$ cat config.mk
export PLATFORM = sky130hd
export DESIGN_NAME = addr_latch_decoder
export DESIGN_NICKNAME = d
export VERILOG_FILES = /design/src/rtl/lad_pkg.sv /design/src/rtl/lad_addr_hold.sv /design/src/rtl/lad_onehot.sv /design/src/rtl/lad_out_gate.sv /design/src/rtl/addr_latch_decoder.sv
export SDC_FILE = /design/constraint.sdc
export NUM_CORES = 1
export LEC_CHECK = 0
export CORE_AREA = 2 2 39 41
export DETAILED_ROUTE_END_ITERATION = 12
export DIE_AREA = 0 0 41 43
export PLACE_DENSITY = 0.5
export SLEW_MARGIN = 5
export SYNTH_ARGS = -nofsm -noshare
export SYNTH_HDL_FRONTEND = slang
export SYNTH_SLANG_ARGS = --single-unit
$ cat constraint.sdc
create_clock -name clk -period 2.6 [get_ports clk]
set_clock_uncertainty 0.1 [all_clocks]
set_input_delay 0.26 -clock clk [delete_from_list [all_inputs] [get_ports clk]]
set_output_delay 0.26 -clock clk [all_outputs]
set_load 0.02 [all_outputs]
$ cat src/rtl/lad_pkg.sv
package lad_pkg;

   typedef enum bit {
      HOLD_LATCH   = 1'b0,
      HOLD_CLOCKED = 1'b1
   } hold_mode_e;

   localparam int unsigned LAD_MAX_ADDR_W = 6;

endpackage

$ cat src/rtl/lad_addr_hold.sv
module lad_addr_hold
   import lad_pkg::*;
#(
   parameter int unsigned ADDR_W = 3,
   parameter hold_mode_e  MODE   = HOLD_CLOCKED
) (
   input  logic              clk,
   input  logic              rst_n,
   input  logic              hold,
   input  logic [ADDR_W-1:0] addr,
   output logic [ADDR_W-1:0] eff_addr
);

   logic [ADDR_W-1:0] kept_q;

   generate
      if (MODE == HOLD_CLOCKED) begin : g_clocked
         always_ff @(posedge clk or negedge rst_n) begin
            if (!rst_n)
               kept_q <= '0;
            else if (!hold)
               kept_q <= addr;
         end
      end else begin : g_latch
         always_latch begin
            if (!rst_n)
               kept_q = '0;
            else if (!hold)
               kept_q = addr;
         end
      end
   endgenerate

   // open: live address flows through; closed: stored value
   assign eff_addr = hold ? kept_q : addr;

endmodule

$ cat src/rtl/lad_onehot.sv
module lad_onehot #(
   parameter int unsigned ADDR_W = 3,
   localparam int unsigned N_OUT = 1 << ADDR_W
) (
   input  logic [ADDR_W-1:0] code,
   output logic [N_OUT-1:0]  hot
);

   generate
      for (genvar i = 0; i < N_OUT; i++) begin : g_line
         assign hot[i] = (code == ADDR_W'(i));
      end
   endgenerate

endmodule

$ cat src/rtl/lad_out_gate.sv
module lad_out_gate #(
   parameter int unsigned N_OUT = 8
) (
   input  logic             en_lo_n,
   input  logic             en_hi,
   input  logic [N_OUT-1:0] hot,
   output logic [N_OUT-1:0] sel_n
);

   logic active;

   assign active = en_hi & ~en_lo_n;
   assign sel_n  = active ? ~hot : {N_OUT{1'b1}};

endmodule

$ cat src/rtl/addr_latch_decoder.sv
module addr_latch_decoder
   import lad_pkg::*;
#(
   parameter int unsigned ADDR_W = 3,
   parameter hold_mode_e  MODE   = HOLD_CLOCKED,
   localparam int unsigned N_OUT = 1 << ADDR_W
) (
   input  logic              clk,
   input  logic              rst_n,
   input  logic              hold,
   input  logic [ADDR_W-1:0] addr,
   input  logic              en_lo_n,
   input  logic              en_hi,
   output logic [N_OUT-1:0]  sel_n
);

   generate
      if (ADDR_W < 1 || ADDR_W > LAD_MAX_ADDR_W) begin : g_bad_width
         $error("addr_latch_decoder: ADDR_W out of supported range");
      end
   endgenerate

   logic [ADDR_W-1:0] eff_addr;
   logic [N_OUT-1:0]  hot;

   lad_addr_hold #(
      .ADDR_W (ADDR_W),
      .MODE   (MODE)
   ) u_hold (
      .clk      (clk),
      .rst_n    (rst_n),
      .hold     (hold),
      .addr     (addr),
      .eff_addr (eff_addr)
   );

   lad_onehot #(
      .ADDR_W (ADDR_W)
   ) u_dec (
      .code (eff_addr),
      .hot  (hot)
   );

   lad_out_gate #(
      .N_OUT (N_OUT)
   ) u_gate (
      .en_lo_n (en_lo_n),
      .en_hi   (en_hi),
      .hot     (hot),
      .sel_n   (sel_n)
   );

endmodule

Yosys cells after proc, flatten, opt, wreduce, memory -nomap -nowiden:

Cells that the tools add are included.

* flip-flop bits (word level): 3
* bits in latches: 0
* RAM bits: 0
* ROM bits: 0
* output and inout bits: 8
* word-level logic and storage cells: 14
* memories: 0

* add/subtract/negate cells: 0
* multipliers: 0
* divide/modulo/power cells: 0
* order comparisons: 0
* equal/unequal tests: 7
* shift operators: 0
* mux-type cells: 2
* bitwise operators: 3
* reductions and logical operators: 1

Operators with widths (count)
* $eq 3x3->1 const B: 4
* $mux 8: 1
* $not 8->8: 1
* $eq 3x2->1 const B: 2
* $eq 3x1->1 const B: 1
* $logic_not 3->1: 1
* $mux 3: 1
* $and 1x1->1: 1
* $not 1->1: 1

Logic depth before layout (Yosys ltp):

Gate-level depths: netlist of the first run.

* depth after elaboration: 4
* depth in mapped cells: 3
* depth with buffers taken out: 3

Cells and area by module:

A second synthesis of the first run with hierarchy kept.

* cell total of the unflattened synthesis: 23
* area, all modules: 239.0 um^2

Modules (own cells, without submodules)
* lad_addr_hold: instances 1, cells an instance 6, area an instance 108.9 um^2, seq. area each 75.1 um^2
* lad_onehot: instances 1, cells an instance 8, area an instance 65.1 um^2, seq. area each 0.0 um^2
* lad_out_gate: instances 1, cells an instance 9, area an instance 65.1 um^2, seq. area each 0.0 um^2

Worst setup path before layout of the first run:

OpenSTA, ideal clock, no wires.

* path type: register to output
* start point: reg u_hold.kept_q[1]
* end point: out sel_n[2]
* arrival time: 894 ps
* required time: 2240 ps
* path slack: 1346 ps
* stages on the path, launching flop included: 4
* buffers on the path: 0
* path through: dfrtp_1 mux2i_2 inv_2 nand4_1

* word-level cells in the longest chain between the ends: 4

Ends and longest elaborated chain
* from (decl): line lad_addr_hold.sv:14 `logic [ADDR_W-1:0] kept_q;`
* from (signal assigned): line lad_addr_hold.sv:22 `kept_q <= addr;`
* $mux 3
* net eff_addr[1]: line addr_latch_decoder.sv:23 `logic [ADDR_W-1:0] eff_addr;`
* $eq 3x2->1: line lad_onehot.sv:11 `assign hot[i] = (code == ADDR_W'(i));`
* $not 8->8: line lad_out_gate.sv:13 `assign sel_n = active ? ~hot : {N_OUT{1'b1}};`
* $mux 8: line lad_out_gate.sv:13
* to (decl): line addr_latch_decoder.sv:14 `output logic [N_OUT-1:0] sel_n`

The timed path passes the listed nets, and every way through them passes these cells.

Worst setup path in the final report of the first run:

* start point: in hold
* end point: out sel_n[4]

* word-level cells in the longest chain between the ends: 4

Ends and longest elaborated chain
* from (decl): line addr_latch_decoder.sv:10 `input logic hold,`
* $mux 3
* net eff_addr[2]: line addr_latch_decoder.sv:23
* $eq 3x3->1: line lad_onehot.sv:11
* $not 8->8: line lad_out_gate.sv:13
* $mux 8: line lad_out_gate.sv:13

The timed path passes the listed nets, and every way through them passes these cells.

==> impl_results.md, run 1 <==
* Status: complete, no violations
* Gr ovfl total at 0
* Syn nets at 27
* Drt first pass iters at 4
* Post-Place Cells at 49
* Headroom to the max-slew limit at 69.1%
* Max Cap Viol at 0
* Area Growth Syn to Fin at 103%
* Setup TNS at 0 ns
* TritonCTS clock tree: done
* Final GP Congestion at 0.693
* Clock Path Buffers at 2
* R2r worst-path depth at 2
* Sink Count at 3
* Adder-cell share of the synthesized area at 0%
* Register area share after synthesis at 40.0%
* Final core utilization at 27.5%
* DR vias at 218
* CTS Hold Bufs at 0
* Cell Rows at 14
* CP arrival at 2.08 ns
* Fmax at 409 MHz
* Min Tclk post-route at 2.44 ns
* Largest regs: u_hold.kept_q x3
* I/O pin cnt at 16
* Chip Width at 41 um
* Final Max Slew Viols at 0
* Vias in the first global route at 235
* Die Footprint at 1760 um^2
* Initial Util at 13.6%
* Post-synthesis simple-gate area fraction at 30.0%
* # H-tree levels at 1
* Compound-Gate Fraction of Synth Area at 0%
* Mean Syn Cell Area at 9.88 um^2
* Nets at 46
* Tightest Pin Transition at 0.462 ns
* Mapped cell area at 188 um^2
* Root Buffer: clkbuf_4
* First-pass GRT wire length at 1.00 mm
* CTS buffer count at 3
* Endpoints failing setup at 0
* Clock-pin slew on the worst setup and hold paths at 0.04 ns
* Largest register FFs at 3
* Die Y at 43 um
* Initial drt markers at 7
* I/O Buffers at 15
* Syn Inst Count at 19
* Synthesized flop and latch total at 3
* XOR/XNOR Fraction of Synth Area at 0%
* Critical path fanouts, max at 5
* GR Util All Layers at 9.88%
* Routed Wire Length at 629 um
* Worst VDD drop at 123 uV
* Pleak at 0.143 nW
* Post-layout power at 0.184 mW
* Power Density at 484 nW/um^2
* Later-pin clock latency in the skew report at 0.23 ns
* Setup crit end kind: output port
* Mux cell area share after synthesis at 22.0%
* Final hold vios at 0
* Worst EP required at 2.24 ns
* Fill count at 147
* Number of distinct library cells after synthesis at 6
* Setup WS pre-CTS at 0.181 ns
* Critical path type: in2out
* Finished Layout Cells at 53
* Hold Path Class: in2async
* Largest Register: u_hold.kept_q
* Largest net degree at the start of global routing at 9
* Crit start category: input port
* DR vias/cell at 4.11
* Antenna-violating nets left at 0
* N_diodes at 0
* Crit share post-route at 94.0%
* Layout cells sized above 1 at 24.3%
* Total core area at 1380 um^2
* Setup slack after layout at 0.157 ns
* # DRC at 0
* Wire length per cell at 11.9 um
* Hpwl dp at 417 um
* Combinational family with the most area after synthesis: simple AND/OR/NAND/NOR gates
* Initial antenna violation count at 0
* Syn. warnings at 0
* Post-CTS Repair Setup Buffers at 0
* Post-cts sizing count at 0
* RSZ-0062 raised after global routing: no
## synth_stat cells
| cell | count | area share (%) |
|---|---|---|
| nand4_1 | 8 | 27 |
| mux2i_2 | 3 | 22 |
| inv_2 | 3 | 6.0 |
| dfrtp_1 | 3 | 40 |
| nor2b_1 | 1 | 3.3 |
| buf_1 | 1 | 2.0 |
## layout by cell type, fill, tap and decap left out
cell	n
clkdlybuf4s50_1	15
nand4_1	8
mux2i_2	3
inv_2	3
clkbuf_4	3
dfrtp_1	3
nor2b_1	1
clkbuf_1	1
## cell families (layout without fill, tap and decap cells)
group                  after synthesis  after routing
multiplexers                         3              3
flip-flops                           3              3
buffers and inverters                4             22
AND/OR/NAND/NOR                      9              9
## through the flow
step	hold WS, ns	cell area [um^2]
3_3_place_gp	0.354	354
5_1_grt	0.110	380
6_report	0.104	380
3_5_place_dp	0.355	354
4_1_cts	0.102	380
2_1_floorplan	-0.136	188
## layer usage
metal	global-route usage, %	vias up	wire length [um]
met3	5.76	2	83
met2	9.69	15	266
met4	14.0	0	21
met1	11.4	94	258
li1	-	107	-
met5	0	-	0
## worst max-delay path: stages
cell	delay, ns
clkdlybuf4s50_1	0.59
mux2i_2	0.39
inv_2	0.11
nand4_1	0.11
clkdlybuf4s50_1	0.63
## report_power, final
| group | switching, mW | internal (mW) |
|---|---|---|
| logic | 0.0248 | 0.0220 |
| registers | 0.00202 | 0.0516 |
| clock network | 0.0260 | 0.0576 |
## area by class of cell
class | count | area, um^2 | area share, %
Inverter | 3 | 11.3 | 2.96
Timing Repair Buffer | 15 | 150 | 39.5
Tap cell | 16 | 20.0 | 5.26
Multi-Input combinational cell | 12 | 97.6 | 25.7
Clock buffer | 4 | 26.3 | 6.91
Sequential cell | 3 | 75.1 | 19.7
## path summary, 6_finish.rpt
path | slack, ns | start | endpoint
max | 0.16 | hold | sel_n[4]
max in group asynchronous | 2.16 | rst_n | u_hold.kept_q[0]
min in group clk | 0.49 | u_hold.kept_q[2] | u_hold.kept_q[2]
min reg2reg | 0.49 | u_hold.kept_q[2] | u_hold.kept_q[2]
max reg2reg | 1.58 | u_hold.kept_q[1] | u_hold.kept_q[1]
min | 0.10 | rst_n | u_hold.kept_q[1]
No activity file was read; power rests on OpenSTA's default activity.
==> run 2, diff against run 1 <==
--- a/config.mk
+++ b/config.mk
@@ -8,6 +8,7 @@
 export CORE_AREA = 2 2 39 41
 export DETAILED_ROUTE_END_ITERATION = 12
 export DIE_AREA = 0 0 41 43
+export HOLD_SLACK_MARGIN = 0.05
 export PLACE_DENSITY = 0.5
 export SLEW_MARGIN = 5
 export SYNTH_ARGS = -nofsm -noshare
==> results of run 2 <==
The final DEF is identical to that of run 1; final timing and power are the same.
